**config.mk**
```make
export PLATFORM = sky130hd
export DESIGN_NAME = cal_alarm_unit
export DESIGN_NICKNAME = d
export VERILOG_FILES = /design/src/rtl/cal_alarm_pkg.sv /design/src/rtl/cal_alarm_wrgate.sv /design/src/rtl/cal_alarm_match.sv /design/src/rtl/cal_alarm_flag.sv /design/src/rtl/cal_alarm_unit.sv
export SDC_FILE = /design/constraint.sdc
export NUM_CORES = 1
export LEC_CHECK = 0
export ABC_CLOCK_PERIOD_IN_PS = 1500
export BUFFER_PORTS_ARGS = -buffer_cell sky130_fd_sc_hd__buf_2
export CAP_MARGIN = 20
export CORE_MARGIN = 3
export CORE_UTILIZATION = 43
export CTS_CLUSTER_DIAMETER = 50
export DETAILED_ROUTE_END_ITERATION = 8
export PLACE_DENSITY = 0.79
export SLEW_MARGIN = 20
export SYNTH_ARGS = -nofsm -noshare
export SYNTH_HDL_FRONTEND = slang
export SYNTH_HIERARCHICAL = 1
export SYNTH_SLANG_ARGS = --single-unit
```
**constraint.sdc**
```tcl
create_clock -name clk -period 1.5 [get_ports clk]
set_clock_uncertainty 0.05 [all_clocks]
set_input_delay 0.075 -clock clk [delete_from_list [all_inputs] [get_ports clk]]
set_output_delay 0.075 -clock clk [all_outputs]
set_load 0.005 [all_outputs]
```
**src/rtl/cal_alarm_pkg.sv**
```systemverilog
package cal_alarm_pkg;

    localparam int ALM_W = 32;
    localparam int REG_AW = 2;

    localparam logic [REG_AW-1:0] A_WORD = 2'd0;
    localparam logic [REG_AW-1:0] A_CTRL = 2'd1;
    localparam logic [REG_AW-1:0] A_STAT = 2'd2;

    // alarm word field positions
    localparam int SEC_LSB  = 0;
    localparam int SEC_W    = 7;
    localparam int SEC_DC   = 7;
    localparam int MIN_LSB  = 8;
    localparam int MIN_W    = 7;
    localparam int MIN_DC   = 15;
    localparam int HR_LSB   = 16;
    localparam int HR_W     = 6;
    localparam int HR_PM    = 22;
    localparam int HR_DC    = 23;
    localparam int DAY_LSB  = 24;
    localparam int DAY_W    = 6;
    localparam int WDAY_W   = 4;
    localparam int DAY_SEL  = 30;
    localparam int DAY_DC   = 31;

    // control and status bit positions
    localparam int C_FMT12  = 6;
    localparam int C_ENA    = 8;
    localparam int C_IE     = 12;
    localparam int S_WOK    = 0;
    localparam int S_FLAG   = 8;

    localparam int N_FIELDS = 4;

    typedef enum logic [1:0] {
        WG_OPEN  = 2'd0,
        WG_ARMED = 2'd1,
        WG_DRAIN = 2'd2
    } wgate_state_t;

    typedef enum logic {
        FL_IDLE    = 1'b0,
        FL_PENDING = 1'b1
    } flag_state_t;

endpackage

```
**src/rtl/cal_alarm_wrgate.sv**
```systemverilog
module cal_alarm_wrgate
    import cal_alarm_pkg::*;
#(
    parameter int SYNC_CYCLES = 2
) (
    input  logic clk,
    input  logic rst_n,
    input  logic ctrl_wr_i,
    input  logic ena_wdata_i,
    output logic wr_ok_o
);
    localparam int CNT_W = (SYNC_CYCLES > 1) ? $clog2(SYNC_CYCLES) : 1;
    localparam logic [CNT_W-1:0] CNT_LAST = CNT_W'(SYNC_CYCLES - 1);

    wgate_state_t state_q, state_d;
    logic [CNT_W-1:0] cnt_q, cnt_d;

    always_comb begin
        state_d = state_q;
        cnt_d   = cnt_q;
        unique case (state_q)
            WG_OPEN: begin
                if (ctrl_wr_i && ena_wdata_i) state_d = WG_ARMED;
            end
            WG_ARMED: begin
                if (ctrl_wr_i && !ena_wdata_i) begin
                    state_d = WG_DRAIN;
                    cnt_d   = '0;
                end
            end
            WG_DRAIN: begin
                if (ctrl_wr_i && ena_wdata_i) begin
                    state_d = WG_ARMED;
                end else if (cnt_q == CNT_LAST) begin
                    state_d = WG_OPEN;
                end else begin
                    cnt_d = cnt_q + 1'b1;
                end
            end
            default: state_d = WG_OPEN;
        endcase
    end

    always_ff @(posedge clk) begin
        if (!rst_n) begin
            state_q <= WG_OPEN;
            cnt_q   <= '0;
        end else begin
            state_q <= state_d;
            cnt_q   <= cnt_d;
        end
    end

    always_comb begin
        wr_ok_o = (state_q == WG_OPEN);
    end

endmodule

```
**src/rtl/cal_alarm_match.sv**
```systemverilog
module cal_alarm_match
    import cal_alarm_pkg::*;
(
    input  logic [ALM_W-1:0] word_i,
    input  logic             fmt12_i,
    input  logic [SEC_W-1:0] sec_i,
    input  logic [MIN_W-1:0] min_i,
    input  logic [HR_W-1:0]  hour_i,
    input  logic             pm_i,
    input  logic [DAY_W-1:0] date_i,
    input  logic [2:0]       wday_i,
    output logic             hit_o
);
    logic [N_FIELDS-1:0] eq;
    logic [N_FIELDS-1:0] dc;
    logic                pm_ok;
    logic                day_eq;

    always_comb begin
        pm_ok  = !fmt12_i || (word_i[HR_PM] == pm_i);
        day_eq = word_i[DAY_SEL]
               ? (word_i[DAY_LSB +: WDAY_W] == {1'b0, wday_i})
               : (word_i[DAY_LSB +: DAY_W]  == date_i);
        eq[0] = (word_i[SEC_LSB +: SEC_W] == sec_i);
        eq[1] = (word_i[MIN_LSB +: MIN_W] == min_i);
        eq[2] = (word_i[HR_LSB  +: HR_W]  == hour_i) && pm_ok;
        eq[3] = day_eq;
        dc    = {word_i[DAY_DC], word_i[HR_DC], word_i[MIN_DC], word_i[SEC_DC]};
    end

    logic [N_FIELDS-1:0] fld_ok;
    for (genvar g = 0; g < N_FIELDS; g++) begin : g_field
        assign fld_ok[g] = eq[g] | dc[g];
    end

    assign hit_o = &fld_ok;

endmodule

```
**src/rtl/cal_alarm_flag.sv**
```systemverilog
module cal_alarm_flag
    import cal_alarm_pkg::*;
(
    input  logic clk,
    input  logic rst_n,
    input  logic event_i,
    input  logic clear_i,
    output logic flag_o
);
    flag_state_t state_q, state_d;

    always_comb begin
        state_d = state_q;
        unique case (state_q)
            FL_IDLE:    if (event_i) state_d = FL_PENDING;
            FL_PENDING: if (clear_i && !event_i) state_d = FL_IDLE;
            default:    state_d = FL_IDLE;
        endcase
    end

    always_ff @(posedge clk) begin
        if (!rst_n) state_q <= FL_IDLE;
        else        state_q <= state_d;
    end

    always_comb begin
        flag_o = (state_q == FL_PENDING);
    end

endmodule

```
**src/rtl/cal_alarm_unit.sv**
```systemverilog
module cal_alarm_unit
    import cal_alarm_pkg::*;
#(
    parameter int SYNC_CYCLES = 2
) (
    input  logic              clk,
    input  logic              rst_n,
    input  logic              bus_wr,
    input  logic [REG_AW-1:0] bus_addr,
    input  logic [ALM_W-1:0]  bus_wdata,
    output logic [ALM_W-1:0]  bus_rdata,
    input  logic              tick_i,
    input  logic [SEC_W-1:0]  cal_sec_i,
    input  logic [MIN_W-1:0]  cal_min_i,
    input  logic [HR_W-1:0]   cal_hour_i,
    input  logic              cal_pm_i,
    input  logic [DAY_W-1:0]  cal_date_i,
    input  logic [2:0]        cal_wday_i,
    output logic              irq_o
);
    logic [ALM_W-1:0] word_q;
    logic ena_q, ie_q, fmt12_q;
    logic wr_ok, hit, flag;
    logic wr_word, wr_ctrl, wr_stat;

    assign wr_word = bus_wr && (bus_addr == A_WORD);
    assign wr_ctrl = bus_wr && (bus_addr == A_CTRL);
    assign wr_stat = bus_wr && (bus_addr == A_STAT);

    cal_alarm_wrgate #(.SYNC_CYCLES(SYNC_CYCLES)) u_gate (
        .clk        (clk),
        .rst_n      (rst_n),
        .ctrl_wr_i  (wr_ctrl),
        .ena_wdata_i(bus_wdata[C_ENA]),
        .wr_ok_o    (wr_ok)
    );

    cal_alarm_match u_match (
        .word_i (word_q),
        .fmt12_i(fmt12_q),
        .sec_i  (cal_sec_i),
        .min_i  (cal_min_i),
        .hour_i (cal_hour_i),
        .pm_i   (cal_pm_i),
        .date_i (cal_date_i),
        .wday_i (cal_wday_i),
        .hit_o  (hit)
    );

    cal_alarm_flag u_flag (
        .clk    (clk),
        .rst_n  (rst_n),
        .event_i(tick_i && ena_q && hit),
        .clear_i(wr_stat && !bus_wdata[S_FLAG]),
        .flag_o (flag)
    );

    always_ff @(posedge clk) begin
        if (!rst_n) begin
            word_q  <= '0;
            ena_q   <= 1'b0;
            ie_q    <= 1'b0;
            fmt12_q <= 1'b0;
        end else begin
            if (wr_word && wr_ok) word_q <= bus_wdata;
            if (wr_ctrl) begin
                ena_q   <= bus_wdata[C_ENA];
                ie_q    <= bus_wdata[C_IE];
                fmt12_q <= bus_wdata[C_FMT12];
            end
        end
    end

    always_comb begin
        bus_rdata = '0;
        unique case (bus_addr)
            A_WORD: bus_rdata = word_q;
            A_CTRL: begin
                bus_rdata[C_ENA]   = ena_q;
                bus_rdata[C_IE]    = ie_q;
                bus_rdata[C_FMT12] = fmt12_q;
            end
            A_STAT: begin
                bus_rdata[S_WOK]  = wr_ok;
                bus_rdata[S_FLAG] = flag;
            end
            default: bus_rdata = '0;
        endcase
    end

    assign irq_o = flag & ie_q;

endmodule

```
==> flow_metrics.env <==
export IMPL_synthesis_area_mm2=0.00227
export IMPL_ir_drop_mv=0.501
export IMPL_groute_usage_overall_pct=20.1
export IMPL_ys_ff_latch=39
export IMPL_vias=2173
export IMPL_clk_latency_ns=0.29
export IMPL_rows=25
export IMPL_clockBufferDepth=2
export IMPL_r2r_slack_ns=-0.07
export IMPL_drv_slew=0
export IMPL_grt_max_degree=73
export IMPL_max_freq_mhz=636
export IMPL_ant_nets=0
export IMPL_status="complete, but fails checks"
export IMPL_die_w_um=78.7
export IMPL_wirelength_um=6150
export IMPL_synthesis_nets=324
export IMPL_tritoncts="done"
export IMPL_post_place_ws_ns=-0.104
export IMPL_grt_pass1_wl_um=9850
export IMPL_fin_crit_sh_pct=105
export IMPL_cts_clk_slew_worst_paths_ns=0.09
export IMPL_violations="setup timing"
export IMPL_first_pass_iters=4
export IMPL_dieArea_mm2=0.00619
export IMPL_max_cap_violations=0
export IMPL_io_pins=101
export IMPL_core_mm2=0.00491
export IMPL_hpwl_um=4230
export IMPL_yosysSeqAreaShare_pct=34.4
export IMPL_grt_pass1_vias=2169
export IMPL_place_gp_congestion=0.792
export IMPL_rsz0062_at_grt="true"
export IMPL_drt_wirelength_per_cell_um=13.3
export IMPL_fin_ws_ns=-0.0711
export IMPL_postSynthAreaPerCell_um2=8.88
export IMPL_portBuffers=100
export IMPL_antenna_found_initial=0
export IMPL_synthToLayoutAreaGrowth_pct=46.1
export IMPL_cts_max_level=2
export IMPL_cts_sinks=39
export IMPL_instances_no_fill=462
export IMPL_end_kind="flop"
export IMPL_nets=462
export IMPL_postPlaceCellArea_mm2=0.00285
export IMPL_path_max_fanout=3
export IMPL_grt_overflow=0
export IMPL_synth_distinct_cells=32
export IMPL_required_ns=1.69
export IMPL_post_place_cells=423
export IMPL_final_cell_mix="buf_2, nand2_1, mux2i_1, dfxtp_1"
export IMPL_fp_dieH_um=78.7
export IMPL_tightest_slew_ns=0.308
export IMPL_setup_violations=1
export IMPL_drc=0
export IMPL_startpoint_type="flop"
export IMPL_finalSetupTns_ns=-0.0711
export IMPL_vias_per_cell=4.70
export IMPL_postLayoutCellArea_mm2=0.00332
export IMPL_crit_arrival_ns=1.76
export IMPL_drive_gt1_share_pct=33.7
export IMPL_root_buffer="clkbuf_8"
export IMPL_hold_class="in -> reg"
export IMPL_syn_inst=256
export IMPL_p_leak_nw=1.61
export IMPL_numCtsBuffers=5
export IMPL_diodes=0
export IMPL_hold_violations=0
export IMPL_period_minus_slack_ns=1.57
export IMPL_start_util_pct=46.3
export IMPL_final_common_cell="buf_2"
export IMPL_critical_path_class="reg -> reg"
export IMPL_drtIter0Drc=157
export IMPL_relSlewSlack_pct=79.2
export IMPL_ys_warn_count=6
export IMPL_powerDensity_mw_per_mm2=775
## flip-flops by register name (all words and copies together), names as in the netlist
register and flops:
ena_q 1, word_q 32, ie_q 1, u_gate/state_q 2, fmt12_q 1, u_gate/cnt_q 1, u_flag/flag_o 1
## final timing paths
path,startpoint,depth (start not counted),to
max,word_q[4]$_SDFFE_PN0P_,6,u_flag/flag_o$_SDFF_PN0_
min,bus_wdata[6],3,word_q[6]$_SDFFE_PN0P_
max reg2reg,word_q[4]$_SDFFE_PN0P_,6,u_flag/flag_o$_SDFF_PN0_
min reg2reg,ie_q$_SDFFE_PN0P_,2,ie_q$_SDFFE_PN0P_
## stage by stage
step	power, mW	util, %	hold WS [ns]
floorplan	1.32	-	0.142
global route	2.67	67.6	0.0280
global placement	1.47	58.1	0.274
CTS	2.58	67.3	0.00819
detailed placement	1.48	58.1	0.277
finish	2.57	67.6	0.00453
## area by class of cell
type,count,area [um2]
Fill cell,407,1590
Multi-Input combinational cell,200,1370
Timing Repair Buffer,146,942
Sequential cell,39,783
Tap cell,67,83.8
Clock buffer,6,72.6
Clock inverter,2,60.1
Inverter,2,7.51
## critical path, stage by stage (launching register included)
cell     delay [ns]
dfxtp_2        0.34
xor2_1         0.14
nor4_2         0.29
a41oi_2        0.18
nor4_1         0.24
and3_1         0.19
o21a_1         0.11
## synthesized netlist by cell type, drive strengths merged
| cell type | count | share of area [%] |
|---|---|---|
| nand2 | 68 | 11 |
| nor2 | 5 | 0.83 |
| xor2 | 24 | 9.3 |
| o2bb2ai | 1 | 0.39 |
| inv | 2 | 0.33 |
| nor4 | 6 | 1.9 |
| a21o | 1 | 0.33 |
| buf | 8 | 4.5 |
| nand2b | 1 | 0.28 |
| mux2i | 39 | 17 |
| dfxtp | 39 | 34 |
| xnor2 | 6 | 2.3 |
| nor3 | 1 | 0.22 |
| a21oi | 1 | 0.22 |
| nor4bb | 2 | 1.5 |
| and2 | 29 | 8.0 |
| a211oi | 3 | 1.2 |
| and3 | 2 | 0.55 |
| clkbuf | 7 | 1.2 |
| nor2b | 1 | 0.61 |
| nand3b | 3 | 0.99 |
| o21ai | 2 | 0.44 |
| mux2 | 1 | 0.50 |
| o21a | 1 | 0.33 |
| a41oi | 2 | 0.77 |
| and4bb | 1 | 0.55 |
## cells by family after synthesis
family,count (synthesis),share of synthesized area (%)
AOI/OAI and AO/OA,11,3.69
buffers and inverters,17,6.00
DFF,39,34.4
and+or+nand+nor,119,26.7
xor gates and xnor gates,30,11.6
muxes,40,17.7
## report_power, final
part           switching, mW  leakage (nW)  total (mW)  internal (mW)
combinational          0.188          1.23       0.425          0.238
sequential            0.0291         0.318        1.10           1.07
clock                  0.384        0.0654        1.05          0.666
## layer usage
| metal | global-route usage, % | vias to the layer above | wire length (um) |
|---|---|---|---|
| li1 | - | 1118 | - |
| met1 | 23.9 | 972 | 2650 |
| met2 | 36.3 | 73 | 3040 |
| met3 | 2.95 | 10 | 351 |
| met4 | 7.34 | 0 | 113 |
| met5 | 0 | - | 0 |
## repair_timing
action / in CTS / in global routing
hold buffers: 29 / 0
endpoints found under the hold margin: 29 / 0
resized for setup: 7 / 2
gates cloned: 1 / 0
buffers inserted: 0 / 1
pin swaps: 3 / 0
setup endpoints to repair: 33 / 18
(Power assumes the default switching activity.)
